$ cat src/rtl/mdw_pkg.sv
`timescale 1ns/1ps
package mdw_pkg;

    typedef enum logic [1:0] {
        MODE_OFF  = 2'b00,
        MODE_WAKE = 2'b01,
        MODE_DOZE = 2'b10,
        MODE_BOTH = 2'b11
    } auto_mode_e;

    function automatic logic wake_on(input auto_mode_e m);
        return (m == MODE_WAKE) || (m == MODE_BOTH);
    endfunction

    function automatic logic doze_on(input auto_mode_e m);
        return (m == MODE_DOZE) || (m == MODE_BOTH);
    endfunction

endpackage

$ cat src/rtl/mdw_addr_match.sv
`timescale 1ns/1ps
module mdw_addr_match #(
    parameter int DATA_W = 8
) (
    input  logic              char_valid,
    input  logic              char_is_addr,
    input  logic [DATA_W-1:0] char_data,
    input  logic [DATA_W-1:0] station_addr,
    output logic              addr_seen,
    output logic              addr_match
);
    logic [DATA_W-1:0] bit_eq;

    // per-bit equality, reduced below
    for (genvar i = 0; i < DATA_W; i++) begin : g_bit
        assign bit_eq[i] = ~(char_data[i] ^ station_addr[i]);
    end

    assign addr_seen  = char_valid & char_is_addr;
    assign addr_match = &bit_eq;
endmodule

$ cat src/rtl/mdw_action_dec.sv
`timescale 1ns/1ps
module mdw_action_dec
    import mdw_pkg::*;
(
    input  logic       addr_seen,
    input  logic       addr_match,
    input  logic [1:0] auto_mode,
    output logic       auto_on,
    output logic       wake_hit,
    output logic       doze_hit
);
    auto_mode_e mode;

    always_comb begin
        mode     = auto_mode_e'(auto_mode);
        auto_on  = (mode != MODE_OFF);
        wake_hit = addr_seen &  addr_match & wake_on(mode);
        doze_hit = addr_seen & ~addr_match & doze_on(mode);
    end
endmodule

$ cat src/rtl/mdw_push_sel.sv
`timescale 1ns/1ps
module mdw_push_sel (
    input  logic char_valid,
    input  logic char_is_addr,
    input  logic auto_on,
    input  logic action,
    input  logic keep_addr,
    input  logic rx_en_now,
    output logic push_req
);
    always_comb begin
        push_req = 1'b0;
        if (char_valid) begin
            if (!auto_on || !char_is_addr) begin
                push_req = rx_en_now;
            end else if (action) begin
                push_req = keep_addr;
            end else begin
                push_req = keep_addr & rx_en_now;
            end
        end
    end
endmodule

$ cat src/rtl/mdw_wake_doze_ctrl.sv
`timescale 1ns/1ps
module mdw_wake_doze_ctrl #(
    parameter int DATA_W = 8
) (
    input  logic              clk,
    input  logic              rst_n,
    input  logic              char_valid,
    input  logic [DATA_W-1:0] char_data,
    input  logic              char_is_addr,
    input  logic [DATA_W-1:0] station_addr,
    input  logic [1:0]        auto_mode,
    input  logic              keep_addr,
    input  logic              host_rx_enable,
    input  logic              host_rx_disable,
    input  logic              host_rx_reset,
    output logic              rx_enable,
    output logic              push_valid,
    output logic [DATA_W-1:0] push_data,
    output logic              push_is_addr
);
    typedef struct packed {
        logic              rx_en;
        logic              push_valid;
        logic              push_is_addr;
        logic [DATA_W-1:0] push_data;
    } ctrl_state_t;

    localparam ctrl_state_t STATE_RESET = '0;

    ctrl_state_t st_d, st_q;

    logic addr_seen, addr_match;
    logic auto_on, wake_hit, doze_hit;
    logic push_req;

    mdw_addr_match #(.DATA_W(DATA_W)) u_match (
        .char_valid   (char_valid),
        .char_is_addr (char_is_addr),
        .char_data    (char_data),
        .station_addr (station_addr),
        .addr_seen    (addr_seen),
        .addr_match   (addr_match)
    );

    mdw_action_dec u_dec (
        .addr_seen  (addr_seen),
        .addr_match (addr_match),
        .auto_mode  (auto_mode),
        .auto_on    (auto_on),
        .wake_hit   (wake_hit),
        .doze_hit   (doze_hit)
    );

    mdw_push_sel u_push (
        .char_valid   (char_valid),
        .char_is_addr (char_is_addr),
        .auto_on      (auto_on),
        .action       (wake_hit | doze_hit),
        .keep_addr    (keep_addr),
        .rx_en_now    (st_q.rx_en),
        .push_req     (push_req)
    );

    always_comb begin
        st_d            = st_q;
        st_d.push_valid = push_req;
        if (char_valid) begin
            st_d.push_data    = char_data;
            st_d.push_is_addr = char_is_addr;
        end
        // address actions outrank host commands; clear outranks set
        if (wake_hit) begin
            st_d.rx_en = 1'b1;
        end else if (doze_hit) begin
            st_d.rx_en = 1'b0;
        end else if (host_rx_disable || host_rx_reset) begin
            st_d.rx_en = 1'b0;
        end else if (host_rx_enable) begin
            st_d.rx_en = 1'b1;
        end
    end

    always_ff @(posedge clk or negedge rst_n) begin
        if (!rst_n) begin
            st_q <= STATE_RESET;
        end else begin
            st_q <= st_d;
        end
    end

    assign rx_enable    = st_q.rx_en;
    assign push_valid   = st_q.push_valid;
    assign push_data    = st_q.push_data;
    assign push_is_addr = st_q.push_is_addr;
endmodule

$ cat config.mk
export PLATFORM = sky130hd
export DESIGN_NAME = mdw_wake_doze_ctrl
export DESIGN_NICKNAME = d
export VERILOG_FILES = /design/src/rtl/mdw_pkg.sv /design/src/rtl/mdw_addr_match.sv /design/src/rtl/mdw_action_dec.sv /design/src/rtl/mdw_push_sel.sv /design/src/rtl/mdw_wake_doze_ctrl.sv
export SDC_FILE = /design/constraint.sdc
export NUM_CORES = 1
export LEC_CHECK = 0
export BUFFER_PORTS_ARGS = -buffer_cell sky130_fd_sc_hd__buf_2
export CORE_MARGIN = 10
export CORE_UTILIZATION = 43
export CTS_CLUSTER_SIZE = 40
export DETAILED_ROUTE_END_ITERATION = 10
export HOLD_SLACK_MARGIN = 0.12
export PLACE_DENSITY = 0.77
export SLEW_MARGIN = 20
export SYNTH_ARGS = -nofsm -noshare
export SYNTH_HDL_FRONTEND = slang
export SYNTH_SLANG_ARGS = --single-unit
$ cat constraint.sdc
create_clock -name clk -period 1.75 [get_ports clk]
set_input_delay 0.0875 -clock clk [delete_from_list [all_inputs] [get_ports clk]]
set_output_delay 0.0875 -clock clk [all_outputs]
set_load 0.01 [all_outputs]
# Yosys cells after proc, flatten, opt, wreduce, memory -nomap -nowiden
# Index checks and enable logic that the tools add are counted.
# classes
n_eq_ne	3
muxes	7
bitwise	24
reduce_logical	9
# ops
cell	n
inverter 1 bit	9
AND reduction 8 bit	1
XOR 1 bit	8
two-way mux 1 bit	7
AND 1 bit	6
equality test 2 bit (second input constant)	2
logical OR 1 bit	4
nonzero test 4 bit	1
equality test 2 x 1 -> 1 bit (second input constant)	1
logical NOT 1 bit	2
nonzero test 2 bit	1
OR 1 bit	1
# word_totals
regBits	11
inputBits	26
out_inout_bits	11
wordCells	47

# Depth between registers and ports, before layout
# Gate-level depths: netlist of the first run.
# logic_depth
depth_word	10
mapped_depth	4
ltp_nobuf	4

# Hierarchy
# From an unflattened synthesis of the first run, not the netlist that was laid out.
# unflattened
cells_unflattened	43
hier_area_um2	580.6
# by_module_without_submodules
module	instances	cells_each	area_per_inst_um2	seq_area_each_um2
mdw_wake_doze_ctrl	1	25	444.2	275.3
mdw_addr_match	1	12	92.6	0.0
mdw_action_dec	1	3	22.5	0.0
mdw_push_sel	1	3	21.3	0.0

# Worst setup path after synthesis of the first run
# OpenSTA, ideal clock, no wires.
# synth_path
path_kind	input port to flip-flop
startpoint	in station_addr[3]
endpoint	reg st_q, in the netlist push_valid
setup_time_ps	142
arrival_ps	770
required_ps	1608
setup_slack_ps	839
cell_stages	4
path_buffers	0
path_cell_list	xor2_1 > nor4_4 > a21o_2 > o211ai_2
# synth_between
elab_chain_len	10
word_cells_on_any_way	12
cone_classes	mux: 3; bitwise: 8; reduce/logical: 1
# synth_lines
element	line_no	rtl
from (decl)	mdw_wake_doze_ctrl.sv:10	input logic [DATA_W-1:0] station_addr,
XOR 1 bit (*)	mdw_addr_match.sv:16	assign bit_eq[i] = ~(char_data[i] ^ station_addr[i]);
inverter 1 bit (*)	mdw_addr_match.sv:16	
AND reduction 8 bit (*)	mdw_addr_match.sv:20	assign addr_match = &bit_eq;
inverter 1 bit	mdw_action_dec.sv:18	doze_hit = addr_seen & ~addr_match & doze_on(mode);
AND 1 bit (2 in series)	mdw_action_dec.sv:18	
OR 1 bit (*)	mdw_wake_doze_ctrl.sv:58	.action (wake_hit | doze_hit),
two-way mux 1 bit (*)	mdw_push_sel.sv:16	end else if (action) begin
two-way mux 1 bit (*)	mdw_push_sel.sv:14	if (!auto_on || !char_is_addr) begin
two-way mux 1 bit (*)	mdw_push_sel.sv:13	if (char_valid) begin
via push_req	mdw_wake_doze_ctrl.sv:34	logic push_req;
to (signal assigned)	mdw_wake_doze_ctrl.sv:87	st_q <= st_d;
to (decl)	mdw_wake_doze_ctrl.sv:30	ctrl_state_t st_d, st_q;
# The timed path passes the listed nets; every way through them passes the cells marked *.
# A chain may end at the register's enable or synchronous reset.

# Worst setup path in the final report of the first run
# layout_path
startpoint	in host_rx_reset
endpoint	reg st_q, in the netlist rx_enable
# layout_between
elab_chain_len	4
word_cells_on_any_way	5
cone_classes	mux: 3; reduce/logical: 2
# layout_lines
element	line_no	rtl
from (decl)	mdw_wake_doze_ctrl.sv:15	input logic host_rx_reset,
logical OR 1 bit (*)	mdw_wake_doze_ctrl.sv:76	end else if (host_rx_disable || host_rx_reset) begin
two-way mux 1 bit	mdw_wake_doze_ctrl.sv:76	
two-way mux 1 bit	mdw_wake_doze_ctrl.sv:74	end else if (doze_hit) begin
two-way mux 1 bit	mdw_wake_doze_ctrl.sv:72	if (wake_hit) begin
# Every way passes the cells marked *; elsewhere a longest branch is shown, timed or not.

==> results.ini, run 1 <==
[sta]
timing.slew.headroom_pct = 65.0
period_needed_ps = 1530
slew_violations = 0
setup_ws_ps = 225
fin_hold_ws_ps = 151
worst_pin_slew_ps = 519
fmax_mhz = 656
setup_viol = 0
setup_tns_ps = 0
finClkSkew_ps = 1.56
finalHoldViolCount = 0
period_share_pct = 87.1
grt_setup_unrepaired = no

[placed_design]
pre_cts_ws_ps = 677
place_congestion = 0.705
port-buffer-count = 36

[run_status]
status = complete, no violations

[floorplanning]
rows = 13
io_pins = 37
die_h_um = 56.7
dieWidth_um = 56.7
core-area_mm2 = 0.00128
die_area_mm2 = 0.00322
initial_core_util_pct = 45.1

[synth]
ys_ff_latch = 11
syn_area_per_cell_um2 = 12.9
yosys_warnings = 0
synthDistinctLibCells = 17
syn_area_um2 = 579
syn-num-nets = 71
seq_area_frac_synth_pct = 47.5
synthCells = 45

[global_routing]
grt_overflow = 0
grt_pass1_vias = 619
track_usage_pct = 10.1
antenna_found_initial = 0
grt_pass1_wl_um = 2660
grt_max_degree = 15

[routing]
dr.first_iter.drc_count = 2
antenna_left = 0
wl_per_cell_um = 14.4
dr.pass1.iters = 4
vias = 539
vias_per_cell = 4.90
postRouteWirelength_um = 1580
route.detailed.drc = 0

[power_and_ir_drop]
p_per_area_mw_per_mm2 = 673
power.leakage_uw = 0.000442
ir_drop_mv = 0.473

[cts]
cts.sinks = 11
cts_tree = built
numCtsBuffers = 3
cts_resized = 0
cts-root-buf = clkbuf_4
clkSlewWorstSetupHoldPaths_ps = 70
clockBufferDepth = 2
insertion_delay_ps = 260
htreeDepth = 1

[critical_path]
path_max_fanout = 2
critPathSlowestCell = dlygate4sd3_1
cp-startpoint = host_rx_reset
endpoint = rx_enable
critPathLaunchType = primary input
rr_startpoint = rx_enable
worstPathCellList = dlygate4sd3_1 -> buf_2 -> nor3_1 -> dlygate4sd3_1 -> nand2_1 -> o21ai_1
r2r_cells = 5
critPathCaptureType = flip-flop
critical_path.max_stage_delay_ps = 600
crit_path_frequent_cell = dlygate4sd3_1
critical_path_class = primary input to flip-flop
cp.arrival_ps = 1710
reg2reg_to = rx_enable
worst-r2r-setup-slack_ps = 350
cp.required_ps = 1940

[finish]
layout_common_cells = 36 x buf_2, 11 x dlygate4sd3_1, 11 x dfrtp_1, 9 x mux2_2, 8 x xor2_1
nets = 122
drive_above_1_share_pct = 55.8
diodes = 0
syn2layout_area_growth_pct = 57.0
mostFrequentLayoutCell = buf_2
fin_util_pct = 70.8

[hold_path]
hold_class = primary input to flip-flop

[job]
drv_cap = 0

==> layer usage <==
| layer | vias to the layer above | part of all wire (%) | track usage [%] |
|---|---|---|---|
| met5 | - | 0 | 0 |
| met4 | 0 | 0.63 | 4.12 |
| met3 | 2 | 9.2 | 4.49 |
| met2 | 21 | 49 | 17.1 |
| met1 | 248 | 41 | 10.4 |
| li1 | 268 | - | - |
==> state kept, by name, indices dropped and copies added, names as in the netlist <==
register	flops
rx_enable	1
push_valid	1
push_data	8
push_is_addr	1
==> cell families after synthesis <==
family | synth area share, %
flops | 47.5
simple gates | 14.3
mux | 17.5
xor+xnor | 12.1
compound gates | 7.13
buf+inv | 1.51
==> worst min-delay path by stage <==
| stage | from | to | slack [ps] | cells after the start |
|---|---|---|---|---|
| 6_report | char_is_addr | push_is_addr | 150 | 2 |
| 2_1_floorplan | rst_n | push_data[0] | -210 | 0 |
| 3_5_place_dp | rst_n | push_data[5] | -30 | 1 |
| 5_1_grt | char_is_addr | push_is_addr | 160 | 2 |
| 3_3_place_gp | rst_n | push_is_addr | -30 | 1 |
| 4_1_cts | char_is_addr | push_is_addr | 140 | 2 |
==> through the flow <==
| stage | power [uW] | cell area (um^2) | std cells |
|---|---|---|---|
| floorplan | 364 | 579 | 45 |
| global route | 646 | 910 | 110 |
| detailed placement | 436 | 773 | 95 |
| finish | 612 | 910 | 110 |
| global placement | 432 | 773 | 95 |
| CTS | 622 | 910 | 110 |
==> critical path: cells and delay by family <==
family                 cells  cell delay [ps]
AO/OA/AOI/OAI              1               60
buffers and inverters      3             1250
AND/OR/NAND/NOR            2              320
==> final cells by class <==
| class | instances | area (um^2) |
|---|---|---|
| Multi-Input combinational cell | 32 | 295 |
| Sequential cell | 11 | 275 |
| Inverter | 1 | 3.75 |
| Fill cell | 103 | 375 |
| Timing Repair Buffer | 47 | 290 |
| Tap cell | 15 | 18.8 |
| Clock buffer | 4 | 26.3 |
==> power breakdown <==
part | internal, uW | switching (uW)
Combinational | 85.4 | 75.4
Sequential | 277 | 10.0
Clock | 87.9 | 76.5
==> synth_stat cells <==
| cell | instances | share of area [%] |
|---|---|---|
| xor2_1 | 8 | 12 |
| nand3_1 | 1 | 0.86 |
| o21ai_1 | 1 | 0.86 |
| buf_2 | 1 | 0.86 |
| nand2_1 | 1 | 0.65 |
| nand4_1 | 2 | 2.2 |
| dfrtp_1 | 11 | 48 |
| nor3_1 | 1 | 0.86 |
| inv_1 | 1 | 0.65 |
| o311ai_0 | 1 | 1.5 |
| a21o_2 | 1 | 1.5 |
| a31oi_1 | 1 | 1.1 |
| o211ai_2 | 1 | 2.2 |
| nor2_1 | 2 | 1.3 |
| nand2_2 | 1 | 1.1 |
| mux2_2 | 9 | 17 |
| nor4_4 | 2 | 7.3 |
==> timing repair <==
action / CTS / global route
hold buffers: 11 / 0
endpoints found under the hold margin: 20 / 0
buffers inserted: 0 / 0
Power figures use the tool's default switching activity.
==> run 2: changes to the inputs <==
--- a/config.mk
+++ b/config.mk
@@ -6,12 +6,13 @@
 export NUM_CORES = 1
 export LEC_CHECK = 0
 export BUFFER_PORTS_ARGS = -buffer_cell sky130_fd_sc_hd__buf_2
-export CORE_MARGIN = 10
-export CORE_UTILIZATION = 43
+export CORE_AREA = 10 10 47 49
+export CTS_BUF_LIST = sky130_fd_sc_hd__clkbuf_8
 export CTS_CLUSTER_SIZE = 40
 export DETAILED_ROUTE_END_ITERATION = 10
+export DIE_AREA = 0 0 57 59
 export HOLD_SLACK_MARGIN = 0.12
-export PLACE_DENSITY = 0.77
+export PLACE_DENSITY = 0.78
 export SLEW_MARGIN = 20
 export SYNTH_ARGS = -nofsm -noshare
 export SYNTH_HDL_FRONTEND = slang
==> run 2 against run 1 <==
Wire length rose by 9.4%. Highest routed layer unchanged. Worst setup slack improved by 150 ps. Critical path type unchanged. Largest cell class unchanged. Clock skew is 1.3 ps lower. Sequential share of layout area decreased by 0.33 points.
==> results.ini, run 2 (synthesis gave the netlist of run 1 again) <==
[run_status]
status = complete, no violations

[critical_path]
cp.required_ps = 1850  ; -90 ps
critPathSlowestCell = dlygate4sd3_1
rr_startpoint = rx_enable
critPathLaunchType = primary input
cp.arrival_ps = 1480  ; -230 ps
worst-r2r-setup-slack_ps = 880  ; +530 ps
r2r_cells = 4  ; -1
critical_path.max_stage_delay_ps = 530  ; -70 ps
cpLargestDelayFamily = buffers and inverters
reg2reg_to = rx_enable
path_max_fanout = 2  ; unchanged
critical_path_class = primary input to flip-flop
critPathCaptureType = flip-flop
crit_buf_inv = 2  ; -1
worstPathCellList = dlygate4sd3_1 -> buf_2 -> xor2_1 -> nor4_4 -> a21o_2 -> o211ai_2

[global_routing]
grt_pass1_wl_um = 2850  ; +7.0%
grt_pass1_vias = 656  ; +6.0%
grt_overflow = 0  ; unchanged
grt_max_degree = 15  ; unchanged
antenna_found_initial = 0  ; unchanged
track_usage_pct = 10.5  ; +0.42 points

[routing]
vias = 542  ; +0.56%
wl_per_cell_um = 15.7  ; +9.4%
antenna_left = 0  ; unchanged
route.detailed.drc = 0  ; unchanged
dr.first_iter.drc_count = 4  ; +2
vias_per_cell = 4.93  ; +0.56%
dr.pass1.iters = 2  ; -2
postRouteWirelength_um = 1730  ; +9.4%

[sta]
setup_tns_ps = 0  ; unchanged
slew_violations = 0  ; unchanged
grt_setup_unrepaired = no
finalHoldViolCount = 0  ; unchanged
period_share_pct = 78.8  ; -8.3 points
setup_viol = 0  ; unchanged
fmax_mhz = 725  ; +11%
worst_pin_slew_ps = 458  ; -60.9 ps
finClkSkew_ps = 0.242  ; -1.32 ps
timing.slew.headroom_pct = 69.1  ; +4.1 points
period_needed_ps = 1380  ; -145 ps

[placed_design]
hpwl_um = 1390
place_congestion = 0.660  ; -6.3%
placed_cells = 96  ; +1.1%
port-buffer-count = 36  ; unchanged

[floorplanning]
die_h_um = 59  ; +4.0%
core-area_mm2 = 0.00140  ; +9.1%
io_pins = 37  ; unchanged
initial_core_util_pct = 41.3  ; -3.7 points
rows = 14  ; +1
dieWidth_um = 57  ; +0.52%
die_area_mm2 = 0.00336  ; +4.6%

[hold_path]
hold_depth = 4  ; +2
worstHoldStart = host_rx_reset
holdPathEnd = rx_enable
hold_class = primary input to flip-flop

[cts]
clockBufferDepth = 2  ; unchanged
cts-root-buf = clkbuf_8
clkSlewWorstSetupHoldPaths_ps = 50  ; -20 ps
cts_tree = built
cts.sinks = 11  ; unchanged
numCtsBuffers = 3  ; unchanged
insertion_delay_ps = 240  ; -20 ps
cts_resized = 0  ; unchanged
htreeDepth = 1  ; unchanged

[finish]
diodes = 0  ; unchanged
nFillCells = 118  ; +15%
largest_reg_flops = 8  ; unchanged
drive_above_1_share_pct = 56.4  ; +0.59 points
layout_common_cells = 36 x buf_2, 11 x dfrtp_1, 10 x dlygate4sd3_1, 9 x mux2_2, 8 x xor2_1
syn2layout_area_growth_pct = 58.7
nets = 121  ; -0.82%
mostFrequentLayoutCell = buf_2
instances_no_fill = 110  ; unchanged

[job]
drv_cap = 0  ; unchanged

[power_and_ir_drop]
ir_drop_mv = 0.555  ; +17%
power.leakage_uw = 0.000448  ; +1.3%
p_per_area_mw_per_mm2 = 761  ; +13%

-- run 2: cell count changes in the layout (fill, tap and decap cells not counted), sizes merged --
cell,change
inv,+1
dlygate4sd3,-1
clkbuf,-1
-- run 2: through the flow --
step / setup slack (ps) / util [%] / hold WS (ps) / instance area (um^2) / power, uW
2_1_floorplan: 839 / - / -208 / 579 / 364
3_3_place_gp: 676 / 55.3 / -31.5 / 774 / 433
3_5_place_dp: 662 / 55.3 / -31.1 / 774 / 441
4_1_cts: 363 / 65.6 / 122 / 920 / 708
5_1_grt: 315 / 65.6 / 150 / 920 / 736
6_report: 370 / 65.6 / 119 / 920 / 700
-- run 2: worst max path at each step --
stage | end | depth (start not counted) | slack (ps) | startpoint
5_1_grt | push_valid | 6 | 320 | char_data[7]
6_report | push_valid | 6 | 370 | char_data[3]
3_3_place_gp | push_valid | 5 | 680 | station_addr[3]
2_1_floorplan | push_valid | 4 | 840 | station_addr[3]
4_1_cts | push_valid | 6 | 360 | char_data[7]
3_5_place_dp | push_valid | 5 | 660 | station_addr[7]
-- run 2: layout make-up --
type / count / area (um^2) / area share (%)
sequential: 11 / 275 / 29.9
timing repair buffer: 46 / 280 / 30.5
multi-input combinational: 32 / 295 / 32.1
clock buffer: 3 / 41.3 / 4.49
inverter: 1 / 3.75 / 0.408
clock inverter: 1 / 3.75 / 0.408
tap: 16 / 20.0 / 2.18
-- run 2: worst reg2reg max path, cell delays in order (launching register included) --
cell     delay, ps
dfrtp_1        350
nor2_1          40
nor3_1         200
a31oi_1         70
o21ai_1        120
-- run 2: routing by layer --
metal	GRT usage, %	vias up	part of all wire, %
met5	0	-	0
met4	3.02	0	0.69
met3	4.72	2	10
met2	19.8	24	54
met1	9.90	254	35
li1	-	262	-
-- run 2: repair_timing --
action | CTS | global route
hold endpoints to repair | 20 | 0
hold buffers | 10 | 0
buffers inserted | 0 | 0
-- run 2: report_power, final --
part | total [uW] | leakage [uW] | switching [uW] | internal (uW)
Combinational | 163 | 0.000289 | 78.5 | 84.1
Sequential | 289 | 0.000132 | 10.6 | 278
Clock | 249 | 0.0000269 | 94.9 | 154
==> run 3: changes to the inputs <==
--- a/config.mk
+++ b/config.mk
@@ -5,14 +5,15 @@
 export SDC_FILE = /design/constraint.sdc
 export NUM_CORES = 1
 export LEC_CHECK = 0
+export ABC_AREA = 1
 export BUFFER_PORTS_ARGS = -buffer_cell sky130_fd_sc_hd__buf_2
-export CORE_AREA = 10 10 47 49
+export CORE_MARGIN = 10
+export CORE_UTILIZATION = 39
 export CTS_BUF_LIST = sky130_fd_sc_hd__clkbuf_8
 export CTS_CLUSTER_SIZE = 40
 export DETAILED_ROUTE_END_ITERATION = 10
-export DIE_AREA = 0 0 57 59
 export HOLD_SLACK_MARGIN = 0.12
-export PLACE_DENSITY = 0.78
+export PLACE_DENSITY = 0.72
 export SLEW_MARGIN = 20
 export SYNTH_ARGS = -nofsm -noshare
 export SYNTH_HDL_FRONTEND = slang
==> constraint.sdc (replaced) <==
create_clock -name clk -period 1.25 [get_ports clk]
set_input_delay 0.0625 -clock clk [delete_from_list [all_inputs] [get_ports clk]]
set_output_delay 0.0625 -clock clk [all_outputs]
set_load 0.01 [all_outputs]
==> run 3 against run 2 <==
First-iteration DRC count decreased by 75%. Combinational power increased by 39%. Non-clock buffer count decreased by 4. Die area increased by 5.1%. Register-to-register slack got worse by 410 ps. Synthesized area increased by 4.8%. Via count increased by 10%. Critical path type unchanged. Largest cell class unchanged. Largest power group unchanged.
==> results.ini, run 3 <==
[synth]
synth-edff-count = 0  ; unchanged
yosysTopAreaCell = dfrtp_1
seq_area_frac_synth_pct = 45.4  ; -2.2 points
syn-num-nets = 99  ; +39%
syn_area_um2 = 607  ; +4.8%
syn_area_per_cell_um2 = 8.31  ; -35%
ys_ff_latch = 11  ; unchanged
synthCells = 73  ; +62%
yosysMostFrequentCell = nand2_1
synth_top_area_share_pct = 45.4  ; -2.2 points
synthDistinctLibCells = 15  ; -2
synthFlopType = dfrtp_1
synthTopCellsByCount = 16 x nand2_1, 11 x dfrtp_1, 9 x inv_1, 9 x nor2_1, 5 x xnor2_1
yosys_warnings = 0  ; unchanged
synth_area_leaders = dfrtp_1 45%, nand2_1 9.9%, xnor2_1 7.2%
async_reset_ff_share_pct = 100  ; unchanged

[cts]
cts.sinks = 11  ; unchanged
htreeDepth = 1  ; unchanged
insertion_delay_ps = 240  ; about the same
cts-root-buf = clkbuf_8
clockBufferDepth = 2  ; unchanged
cts_setup_buffers = 0  ; unchanged
numCtsBuffers = 3  ; unchanged
cts_tree = built
clkSlewWorstSetupHoldPaths_ps = 50  ; about the same

[critical_path]
crit_path_frequent_cell = nand2_1
critPathCaptureType = flip-flop
critPathSlowestCell = dlygate4sd3_1
path_max_fanout = 2  ; unchanged
cp.arrival_ps = 1290  ; -190 ps
critical_path.max_stage_delay_ps = 540  ; about the same
cpLargestDelayFamily = buffers and inverters
crit_buf_inv = 4  ; +2
worstPathCellList = dlygate4sd3_1 -> buf_2 -> inv_2 -> nand2_1 -> nand2_1 -> nand2_2 -> nor2_1 -> nand2_1 -> nand2_2 -> nand3_1 -> nand2_1 -> inv_1
cp.required_ps = 1380  ; -470 ps
critPathLaunchType = primary input
critical_path_class = primary input to flip-flop

[sta]
setup_tns_ps = 0  ; unchanged
slew_violations = 0  ; unchanged
finalHoldViolCount = 0  ; unchanged
fmax_mhz = 865
worst_pin_slew_ps = 298  ; -159 ps
period_share_pct = 92.5
grt_setup_unrepaired = no
period_needed_ps = 1160
timing.slew.headroom_pct = 80.1  ; +11 points
setup_viol = 0  ; unchanged
finClkSkew_ps = 0.280  ; +0.0378 ps

[finish]
syn2layout_area_growth_pct = 55.9
mostFrequentLayoutCell = buf_2
diodes = 0  ; unchanged
fin_area_um2 = 946  ; +2.9%
nets = 144  ; +19%
nFillCells = 129  ; +9.3%
instances_no_fill = 133  ; +21%
drive_above_1_share_pct = 41.0  ; -15 points
fin_util_pct = 63.5  ; -2.1 points
largest_reg_flops = 8  ; unchanged
layout_common_cells = 30 x buf_2, 15 x nand2_1, 12 x dlygate4sd3_1, 11 x dfrtp_1, 10 x inv_1

[power_and_ir_drop]
intPower_uw = 723  ; +40%
p_sw_share_pct = 26.3  ; about the same
clockPowerShare_pct = 35.7  ; about the same
netSwitchingPower_uw = 258  ; +40%
power.leakage_uw = 0.000521  ; +16%
ir_drop_mv = 0.944  ; +70%
p_per_area_mw_per_mm2 = 1040  ; +36%
p_seq_share_pct = 41.1  ; about the same
power_uw = 981  ; +40%
combPwrFrac_pct = 23.2  ; about the same

[job]
drv_cap = 0  ; unchanged

[routing]
vias_per_cell = 4.48  ; -9.1%
postRouteWirelength_um = 1680  ; -3.0%
antenna_left = 0  ; unchanged
dr.first_iter.drc_count = 1  ; -3
wl_per_cell_um = 12.6  ; -20%
route.detailed.drc = 0  ; unchanged
dr.pass1.iters = 2  ; unchanged
vias = 596  ; +10%

[placed_design]
place_congestion = 0.709  ; +7.4%
port-buffer-count = 36  ; unchanged
placed_cells = 123  ; +28%
placedInstanceArea_um2 = 791  ; +2.1%
hpwl_um = 1280  ; -7.4%

[global_routing]
antenna_found_initial = 0  ; unchanged
grt_pass1_vias = 669  ; +2.0%
track_usage_pct = 10.1  ; -0.36 points
grt_overflow = 0  ; unchanged
grt_max_degree = 16  ; +1
grt_pass1_wl_um = 2840  ; -0.25%

[floorplanning]
initial_core_util_pct = 40.8  ; -0.58 points
core-area_mm2 = 0.00149  ; +6.3%
rows = 14  ; unchanged
die_area_mm2 = 0.00353  ; +5.1%
io_pins = 37  ; unchanged
dieWidth_um = 59.4  ; +4.3%
die_h_um = 59.4  ; +0.75%

[run_status]
status = complete, no violations

[hold_path]
hold_class = primary input to flip-flop

run 3: changes by cell type after synthesis, sizes merged, moves of 2 or more:
cell / delta
nand2: +17
inv: +11
xor2: -8
nor2: +7
xnor2: +5
mux2: -4
a21oi: +3
nand3: +2
nand4: -2
nor4: -2
o21ai: +2
run 3: layout make-up:
type / count / area, um^2 / area share, %
clock buffer: 3 / 41.3 / 4.37
inverter: 12 / 45.0 / 4.76
timing repair buffer: 42 / 270 / 28.6
clock inverter: 1 / 3.75 / 0.397
sequential: 11 / 275 / 29.1
multi-input combinational: 48 / 290 / 30.7
tap: 16 / 20.0 / 2.12
run 3: per-layer routing:
metal	wire length (um)	GRT usage, %
met1	626	9.82
met2	894	18.0
met3	156	6.65
met4	0	0.984
met5	0	0
run 3: timing repair:
| action | in CTS | in global routing |
|---|---|---|
| setup endpoints to repair | 0 | 2 |
| hold buffers | 12 | 0 |
| hold endpoints to repair | 21 | 0 |
| resized for setup | 0 | 4 |
run 3: worst paths after layout:
kind / from / to / slack (ps) / depth (start not counted)
min reg2reg: push_data[4] / push_data[4] / 500 / 1
max in group asynchronous: rst_n / push_is_addr / 820 / 2
max: char_data[0] / push_valid / 90 / 12
min in group asynchronous: rst_n / push_data[2] / 220 / 2
max reg2reg: push_data[6] / push_data[6] / 470 / 1
min: keep_addr / push_valid / 130 / 5
run 3: kinds of logic (layout without fill, tap and decap cells):
logic type	Yosys count	count (layout)	share of synthesized area (%)
AO/OA/AOI/OAI	6	6	4.95
XOR/XNOR	5	5	7.22
buffers and inverters	14	58	10.1
flip-flops	11	11	45.4
multiplexers	5	5	10.5
AND/OR/NAND/NOR	32	32	21.9
run 3: power groups by stage:
stage | logic [uW] | clock network (uW) | registers [uW]
floorplan | 88.5 | 0 | 424
global placement | 195 | 0 | 407
detailed placement | 200 | 0 | 408
CTS | 229 | 357 | 403
global route | 256 | 381 | 407
finish | 227 | 351 | 403
run 3: through the flow:
stage | setup WS [ps] | hold WS, ps
2_1_floorplan | 471 | -233
3_3_place_gp | 375 | -55.6
3_5_place_dp | 358 | -48.7
6_report | 94.0 | 132
5_1_grt | 6.17 | 166
4_1_cts | 45.7 | 130
run 3: worst min-delay path, stage by stage:
cell and delay (ps):
buf_2 70, o21ai_0 70, inv_1 50, nand2_1 40, inv_1 40
